**src/rtl/ebb_pkg.sv**
```systemverilog
package ebb_pkg;

    localparam int N_ELEM = 8;
    localparam int XW     = 8;
    localparam int WW     = 8;
    localparam int WIN    = 4;

    localparam int EBW    = $clog2(XW + 1);
    localparam int XBW    = $clog2(XW);
    localparam int SHW    = $clog2(WIN);
    localparam int ELW    = $clog2(N_ELEM);
    localparam int LANEW  = WW + WIN - 1;
    localparam int SUMW   = LANEW + ELW;
    localparam int ACCW   = XW + WW + ELW;
    localparam int NCAND  = N_ELEM * WIN;

    typedef struct packed {
        logic           vld;
        logic [ELW-1:0] elem;
        logic [SHW-1:0] sh;
    } lane_cfg_t;

    typedef enum logic [1:0] {
        ST_IDLE = 2'd0,
        ST_RUN  = 2'd1,
        ST_DONE = 2'd2
    } ctl_state_t;

    // Index of the highest set bit plus one; zero for a zero value.
    function automatic logic [EBW-1:0] eff_width(input logic [XW-1:0] v);
        logic [EBW-1:0] r;
        r = '0;
        for (int p = 0; p < XW; p++) begin
            if (v[p]) r = EBW'(p + 1);
        end
        return r;
    endfunction

endpackage

```
**src/rtl/ebb_detect.sv**
```systemverilog
module ebb_detect
    import ebb_pkg::*;
(
    input  logic [N_ELEM-1:0][XW-1:0]  x,
    output logic [N_ELEM-1:0][EBW-1:0] eb
);

    for (genvar i = 0; i < N_ELEM; i++) begin : g_det
        assign eb[i] = eff_width(x[i]);
    end

endmodule

```
**src/rtl/ebb_equalizer.sv**
```systemverilog
module ebb_equalizer
    import ebb_pkg::*;
(
    input  logic [N_ELEM-1:0][EBW-1:0] eb,
    input  logic [N_ELEM-1:0][EBW-1:0] nxt,
    output logic [EBW-1:0]             base,
    output lane_cfg_t [N_ELEM-1:0]     lanes,
    output logic [N_ELEM-1:0][SHW:0]   take
);

    localparam int POSW = EBW + 1;

    logic [NCAND-1:0] cand;

    // Base of this cycle: lowest still-unscheduled bit position of any element.
    always_comb begin
        base = EBW'(XW);
        for (int i = 0; i < N_ELEM; i++) begin
            if ((nxt[i] < eb[i]) && (nxt[i] < base)) base = nxt[i];
        end
    end

    // Candidate slots, ordered by offset from base first, then element index.
    for (genvar k = 0; k < WIN; k++) begin : g_off
        for (genvar i = 0; i < N_ELEM; i++) begin : g_el
            logic [POSW-1:0] pos;
            assign pos = POSW'(base) + POSW'(k);
            assign cand[k*N_ELEM + i] = (POSW'(nxt[i]) <= pos) && (pos < POSW'(eb[i]));
        end
    end

    // Feeder: the first N_ELEM candidates in priority order fill the lanes.
    always_comb begin
        int used;
        used  = 0;
        lanes = '0;
        take  = '0;
        for (int j = 0; j < NCAND; j++) begin
            if (cand[j] && (used < N_ELEM)) begin
                lanes[used].vld  = 1'b1;
                lanes[used].elem = ELW'(j % N_ELEM);
                lanes[used].sh   = SHW'(j / N_ELEM);
                take[j % N_ELEM] = take[j % N_ELEM] + (SHW+1)'(1);
                used++;
            end
        end
    end

endmodule

```
**src/rtl/ebb_lane_tree.sv**
```systemverilog
module ebb_lane_tree
    import ebb_pkg::*;
(
    input  logic [N_ELEM-1:0][XW-1:0] x,
    input  logic [N_ELEM-1:0][WW-1:0] w,
    input  logic [EBW-1:0]            base,
    input  lane_cfg_t [N_ELEM-1:0]    lanes,
    output logic [SUMW-1:0]           sum
);

    logic [N_ELEM-1:0][LANEW-1:0] prod;

    for (genvar l = 0; l < N_ELEM; l++) begin : g_lane
        logic [EBW-1:0]   pos;
        logic             xbit;
        logic [WW-1:0]    wsel;
        logic [LANEW-1:0] wext;
        assign pos  = base + EBW'(lanes[l].sh);
        assign wsel = w[lanes[l].elem];
        assign xbit = lanes[l].vld && (pos < EBW'(XW)) && x[lanes[l].elem][pos[XBW-1:0]];
        assign wext = {{(LANEW-WW){wsel[WW-1]}}, wsel};
        assign prod[l] = xbit ? (wext << lanes[l].sh) : '0;
    end

    always_comb begin
        sum = '0;
        for (int l = 0; l < N_ELEM; l++) begin
            sum = sum + {{(SUMW-LANEW){prod[l][LANEW-1]}}, prod[l]};
        end
    end

endmodule

```
**src/rtl/ebb_dot.sv**
```systemverilog
module ebb_dot
    import ebb_pkg::*;
(
    input  logic                   clk,
    input  logic                   rst,
    input  logic                   in_valid,
    output logic                   in_ready,
    input  logic [N_ELEM*XW-1:0]   in_vec,
    input  logic                   wt_we,
    input  logic [ELW-1:0]         wt_addr,
    input  logic [WW-1:0]          wt_data,
    output logic                   out_valid,
    output logic [ACCW-1:0]        out_result
);

    ctl_state_t                  st_q;
    logic [N_ELEM-1:0][XW-1:0]   x_q;
    logic [N_ELEM-1:0][WW-1:0]   w_q;
    logic [N_ELEM-1:0][EBW-1:0]  nxt_q;
    logic [ACCW-1:0]             acc_q;
    logic [ACCW-1:0]             res_q;

    logic [N_ELEM-1:0][EBW-1:0]  eb;
    logic [EBW-1:0]              base;
    lane_cfg_t [N_ELEM-1:0]      lanes;
    logic [N_ELEM-1:0][SHW:0]    take;
    logic [SUMW-1:0]             csum;
    logic [N_ELEM-1:0][EBW-1:0]  nxt_new;
    logic                        done_now;
    logic [ACCW-1:0]             acc_new;
    logic                        accept;

    ebb_detect u_det (
        .x  (x_q),
        .eb (eb)
    );

    ebb_equalizer u_eq (
        .eb    (eb),
        .nxt   (nxt_q),
        .base  (base),
        .lanes (lanes),
        .take  (take)
    );

    ebb_lane_tree u_tree (
        .x     (x_q),
        .w     (w_q),
        .base  (base),
        .lanes (lanes),
        .sum   (csum)
    );

    assign in_ready   = (st_q == ST_IDLE);
    assign out_valid  = (st_q == ST_DONE);
    assign out_result = res_q;
    assign accept     = in_valid && in_ready;

    always_comb begin
        done_now = 1'b1;
        for (int i = 0; i < N_ELEM; i++) begin
            nxt_new[i] = nxt_q[i] + EBW'(take[i]);
            if (nxt_new[i] < eb[i]) done_now = 1'b0;
        end
    end

    assign acc_new = acc_q + ({{(ACCW-SUMW){csum[SUMW-1]}}, csum} << base);

    always_ff @(posedge clk) begin
        if (rst) begin
            st_q  <= ST_IDLE;
            x_q   <= '0;
            w_q   <= '0;
            nxt_q <= '0;
            acc_q <= '0;
            res_q <= '0;
        end else begin
            if (wt_we && in_ready) w_q[wt_addr] <= wt_data;
            case (st_q)
                ST_IDLE: begin
                    if (accept) begin
                        x_q   <= in_vec;
                        nxt_q <= '0;
                        acc_q <= '0;
                        st_q  <= ST_RUN;
                    end
                end
                ST_RUN: begin
                    acc_q <= acc_new;
                    nxt_q <= nxt_new;
                    if (done_now) begin
                        res_q <= acc_new;
                        st_q  <= ST_DONE;
                    end
                end
                ST_DONE: st_q <= ST_IDLE;
                default: st_q <= ST_IDLE;
            endcase
        end
    end

endmodule

```
**config.mk**
```make
export PLATFORM = sky130hd
export DESIGN_NAME = ebb_dot
export DESIGN_NICKNAME = d
export VERILOG_FILES = /design/src/rtl/ebb_pkg.sv /design/src/rtl/ebb_detect.sv /design/src/rtl/ebb_equalizer.sv /design/src/rtl/ebb_lane_tree.sv /design/src/rtl/ebb_dot.sv
export SDC_FILE = /design/constraint.sdc
export NUM_CORES = 2
export LEC_CHECK = 0
export CAP_MARGIN = 40
export CORE_ASPECT_RATIO = 1.5
export CORE_MARGIN = 4
export CORE_UTILIZATION = 35
export DETAILED_ROUTE_END_ITERATION = 10
export DONT_BUFFER_PORTS = 1
export GPL_TIMING_DRIVEN = 0
export PLACE_DENSITY = 0.52
export SKIP_CTS_REPAIR_TIMING = 1
export SLEW_MARGIN = 20
export SYNTH_ARGS = -nofsm -noshare
export SYNTH_HDL_FRONTEND = slang
export SYNTH_SLANG_ARGS = --single-unit
export TNS_END_PERCENT = 50
```
**constraint.sdc**
```tcl
create_clock -name clk -period 67.3 [get_ports clk]
set_input_delay 13.46 -clock clk [delete_from_list [all_inputs] [get_ports clk]]
set_output_delay 13.46 -clock clk [all_outputs]
set_load 0.1 [all_outputs]
```
---- After elaboration in Yosys (flattened, before gate mapping) ----
Index checks and enable logic that the tools add are counted.
word-level totals
  word-level logic and storage cells ...... 975
  register bits ........................... 200
  output and inout bits ................... 21
  input port bits ......................... 79
cells by class
  eq/ne operators ......................... 4
  mux-type cells .......................... 520
  reduce and logical (&&, ||, !) cells .... 127
  shift operators ......................... 9
  order comparisons ....................... 207
  $add $sub $neg .......................... 81
operator list
  cell                                                                                   number
  48-bit bitwise mux                                                                     93
  32-bit by 5-bit < comparator with 1-bit output (second input constant)                 60
  6-bit demux with 3-bit select                                                          93
  48-bit two-way mux                                                                     31
  32-bit two-way mux                                                                     31
  32-bit by 1-bit greater-or-equal comparator with 1-bit output (second input constant)  30
  32-bit by 2-bit adder with 32-bit output (second input constant)                       29
  8-bit binary-select mux with 3-bit select                                              16
  6-bit two-way mux                                                                      32
  3-bit two-way mux                                                                      56
  5-bit two-way mux                                                                      31
  8-bit two-way mux                                                                      17
  4-bit < comparator                                                                     31
  1-bit logical AND                                                                      121
  4-bit by 5-bit <= comparator with 1-bit output                                         24
  5-bit by 4-bit < comparator with 1-bit output                                          24
  2-bit two-way mux                                                                      49
  11-bit two-way mux                                                                     8
  11-bit by 2-bit << shifter with 11-bit output                                          8
  14-bit adder                                                                           6
  3-bit by 4-bit < comparator with 1-bit output (second input constant)                  17
  64-bit bitwise mux                                                                     1
  4-bit two-way mux                                                                      16
  32-bit case mux with 2 select lines                                                    1
  27 further kinds                                                                       123

---- Logic depth before layout (Yosys ltp) ----
  word-level depth ........................ 179
  mapped depth ............................ 233
  depth with buffers taken out ............ 222

---- Cells and area by module ----
From an unflattened synthesis, not the netlist that was laid out.
second synthesis, totals
  cells, all modules ...................... 5075
  area, all modules ....................... 41329.6 µm²
by module, submodules not included
  module         sequential area each (µm²)  area an instance (µm²)  times used  cells each
  ebb_equalizer  0.0                         17722.0                 1           2525
  ebb_lane_tree  0.0                         12929.9                 1           1226
  ebb_dot        4003.8                      10077.2                 1           1228
  ebb_detect     0.0                         600.6                   1           96

---- Worst setup path after synthesis ----
No wires, ideal clock.
  kind .................................... register -> register
  start point ............................. register x_q[1] (netlist bit)
  end point ............................... register res_q[18] (netlist: out_result[18])
  path buffers ............................ 11
  setup slack ............................. 23.545 ns
  clock period less this slack ............ 43.755 ns
  data required time ...................... 67.168 ns
  arrival ................................. 43.623 ns
  setup time .............................. 0.132 ns
  stages on the path, launching flop included .. 211
  cell sequence ........................... dfxtp_1 clkbuf_1 o21ai_0 nand2_1 nand2_1 ha_1 nor3_1 o21a_1 nor2_1 inv_1 ha_1 a211oi_2 nand2_1 nor2_1 o211ai_1 mux2i_1 ha_1 a211oi_1 (+175 left out) mux2_2 o21ai_0 nor2_1 a21oi_1 a21oi_1 ha_1 inv_1 o21ai_0 a21oi_1 o21ai_0 a21oi_1 o21bai_1 a21o_1 a21o_1 xor2_1 nand4_1 nand3b_1 a21oi_1
on the way
  word-level cells in the longest chain between the ends .. 176
  elaborated cells between the ends (all ways) .. 843
  those cells by class .................... add/sub: 81; order compare: 181; shift: 9; mux: 453; reduce/logical: 119
ends and longest elaborated chain
  item                                                                          RTL line       source
  start: declaration                                                            ebb_dot.sv:17  logic [N_ELEM-1:0][XW-1:0] x_q;
  start signal: assignment                                                      ebb_dot.sv:82  x_q <= in_vec;
  parallel branches: the longest is 176 deep, another holds 4-bit < comparator  n/a
  end signal: assignment                                                        ebb_dot.sv:92  res_q <= acc_new;
  end: declaration                                                              ebb_dot.sv:21  logic [ACCW-1:0] res_q;
Parallel ways; which one is timed is not known. The select of a mux whose other input is x is not followed.
A chain may end at the register's enable or synchronous reset.

---- Final worst setup path ----
  start point ............................. register x_q[1] (netlist bit)
  end point ............................... register acc_q[18]
on the way
  word-level cells in the longest chain between the ends .. 177
  elaborated cells between the ends (all ways) .. 763
  those cells by class .................... add/sub: 49; order compare: 173; shift: 9; mux: 414; reduce/logical: 118
ends and longest elaborated chain
  item                                                                          RTL line       source
  parallel branches: the longest is 174 deep, another holds 4-bit < comparator  n/a
  19-bit by 4-bit << shifter with 19-bit output *                               ebb_dot.sv:67  assign acc_new = acc_q + ({{(ACCW-SUMW){csum[SUMW-1]}}, csum} << base);
  19-bit adder *                                                                ebb_dot.sv:67
  19-bit case mux with 2 select lines *                                         ebb_dot.sv:79  case (st_q)
  end signal: assignment                                                        ebb_dot.sv:89  acc_q <= acc_new;
  end: declaration                                                              ebb_dot.sv:20  logic [ACCW-1:0] acc_q;
Every way passes the cells marked *. The select of a mux whose other input is x is not followed.

==> metrics <==
Hold Vio Cnt, Final 0; row count 155; total wire length 202 mm; Via-to-Cell Ratio 6.16; largest area contributor in the netlist mux2i_1; Setup WS pre-CTS 13590 ps; clk_lat worst skew 540 ps; DIE AREA 125000 sq um; CP max stage delay 800 ps; CTS tree done; met1 GRT Util 0.321; DP Area 44800 sq um; top-area cell type share of the netlist area 0.133; min-delay worst type flop to flop; crit path DAT 55030 ps; register area share after synthesis 0.0956; synth unique cells 161; worst setup margin 12650 ps; layout cells sized above 1 0.122; Post-synth EDFFs 0; Simple-Gate Fraction of Synth Area 0.201; largest family of logic cells by synthesized area compound AO/OA/AOI/OAI gates; routing usage on met3 0.0399; Layout Nets 6033; gr busiest metal met2; post-route cell area 45500 sq um; outcome complete, no violations; vias in the first global route 42600; skew final 31.7 ps; Initial Util 0.352; most frequent CP cell ha_1; Worst Setup End Kind flop; Slew Viols, Final 0; Syn Nets 5931; mux share of post-synthesis cell area 0.212; Tmin final 54650 ps; Max H-tree Level 4; DRC 0; Max Clk Rate 18.3 MHz; hpwl dp 164 mm; hold depth 2; Synth Flop Type dfxtp_1; Clock Tree Root clkbuf_16; Async SR Flop Fraction 0; Crit-path slowest cell a31oi_2; maxcap violations 0; Layout Area Growth over Synthesis 8.72%; routed len/inst 28.6 microns; initial antenna violation count 1; First DRT Iteration DRCs 3847; I/O pin cnt 100; crit path launch type flop; grt met2 use 0.545; Synth Area in Compound Gates 0.222; clock sinks 200; register bit total from synthesis 200; GRT overflow 0; Synth warnings 0; GP Congestion 1.00; Synth Area in Adders 0.156; Tot GR Track Use 0.309; syn avg cell area 7.78 sq um; Max FO, Critical Path 33; Die H 432 microns; Reg clk slew, reported paths 90 ps; RSZ-0062 raised after global routing false; ranking of synthesized cells by area mux2i_1 (13%), ha_1 (12%), dfxtp_1 (9.6%); reg2reg start x_q[1]; Worst Setup SP x_q[1]; TNS Setup 0 ps; Core Region 119000 sq um; Synth Instances 5381; Final ANT Viol Nets 0; Max-slew headroom 0.319; via count 43500; pin count of the biggest net entering global routing 34; worst r2r path cells 215; port buffer count 0; final worst-path cycle share 0.812; CP Data Required Time 67680 ps; CP Class flop to flop; Hold Startpoint acc_q[0]; TritonRoute pass-1 iters 8; Post-Syn Area 41900 sq um; Num CTS Buffers 17; Post-Synth XOR/XNOR Area 0.0411; first-pass GRT wire length 289 mm; # setup viols final 0; Max clock buf depth 2; Worst Tran Pin Value 1010 ps; utilization after layout 0.383; Die X 290 microns
## cell families after synthesis
family / count (synthesis)
and+or+nand+nor: 1768
AOI/OAI and AO/OA: 1378
muxes: 743
buffers and inverters: 645
adders and majority gates: 476
DFF: 200
xor gates and xnor gates: 171
## critical path, delay by kind of cell, from the launching register on
family	cells	cell delay [ps]
AO/OA/AOI/OAI	65	16970
XOR/XNOR	4	1430
adder cells (fa/ha/maj)	47	15840
buffers and inverters	41	7160
flip-flops	1	380
multiplexers	17	5710
AND/OR/NAND/NOR	41	6850
## synth_stat cells (all sizes together) (78+ instances only)
cell type and number:
a211oi 104, mux2 79, inv 282, mux4 103, nand3 154, a21oi 455, mux2i 561, nand2 541
nor2 498, nor2b 85, nor3 130, o21ai 264, buf 184, ha 393, dfxtp 200, xnor2 127
fa 78, clkbuf 175
## routing by layer
metal  up-vias  share of wire
met5         -              0
met4         0           0.11
met3       727          0.058
met2      2067           0.48
met1     20900           0.35
li1      19900              -
## metrics by stage
stage / hold WS (ps) / std cells
after detailed placement: 468 / 7023
after CTS: 479 / 7053
after global routing: 499 / 7064
after global placement: 462 / 6951
after floorplan: 452 / 5381
final: 478 / 7065
## placed cells by master (no fill, tap or decap), types with 118 or more instances in the layout
cell type and instances:
o21ai_0 208, a21oi_1 449, mux2i_1 557, dfxtp_1 200, nor3_1 118, nand2_1 539, nor2_1 491, clkbuf_1 161
xnor2_1 119, inv_1 259, ha_1 393, nand3_1 150
## area by class of cell
class                           instances  area (sq um)
Multi-Input combinational cell       4536         35000
Clock inverter                         12           140
Buffer                                361          1950
Sequential cell                       200          4000
Tap cell                             1570          1960
Antenna cell                            1          2.50
Clock buffer                           18           439
Timing Repair Buffer                   83           971
Fill cell                           12500         73400
Inverter                              284          1070
## path summary, 6_finish.rpt
kind	endpoint	slack, ps
worst min register to register	acc_q[0]	480
worst max register to register	acc_q[18]	12650
worst min-delay path	acc_q[0]	480
worst max-delay path	acc_q[18]	12650
## flip-flops by register name, summed over array words and instances (netlist names)
signal and count:
out_result 19, nxt_q 32, acc_q 19, st_q 2
x_q 64, w_q 64
Power is left out: the tool's default activity adds up to more than one toggle a clock period on the data nets, which glitch-free logic cannot reach.
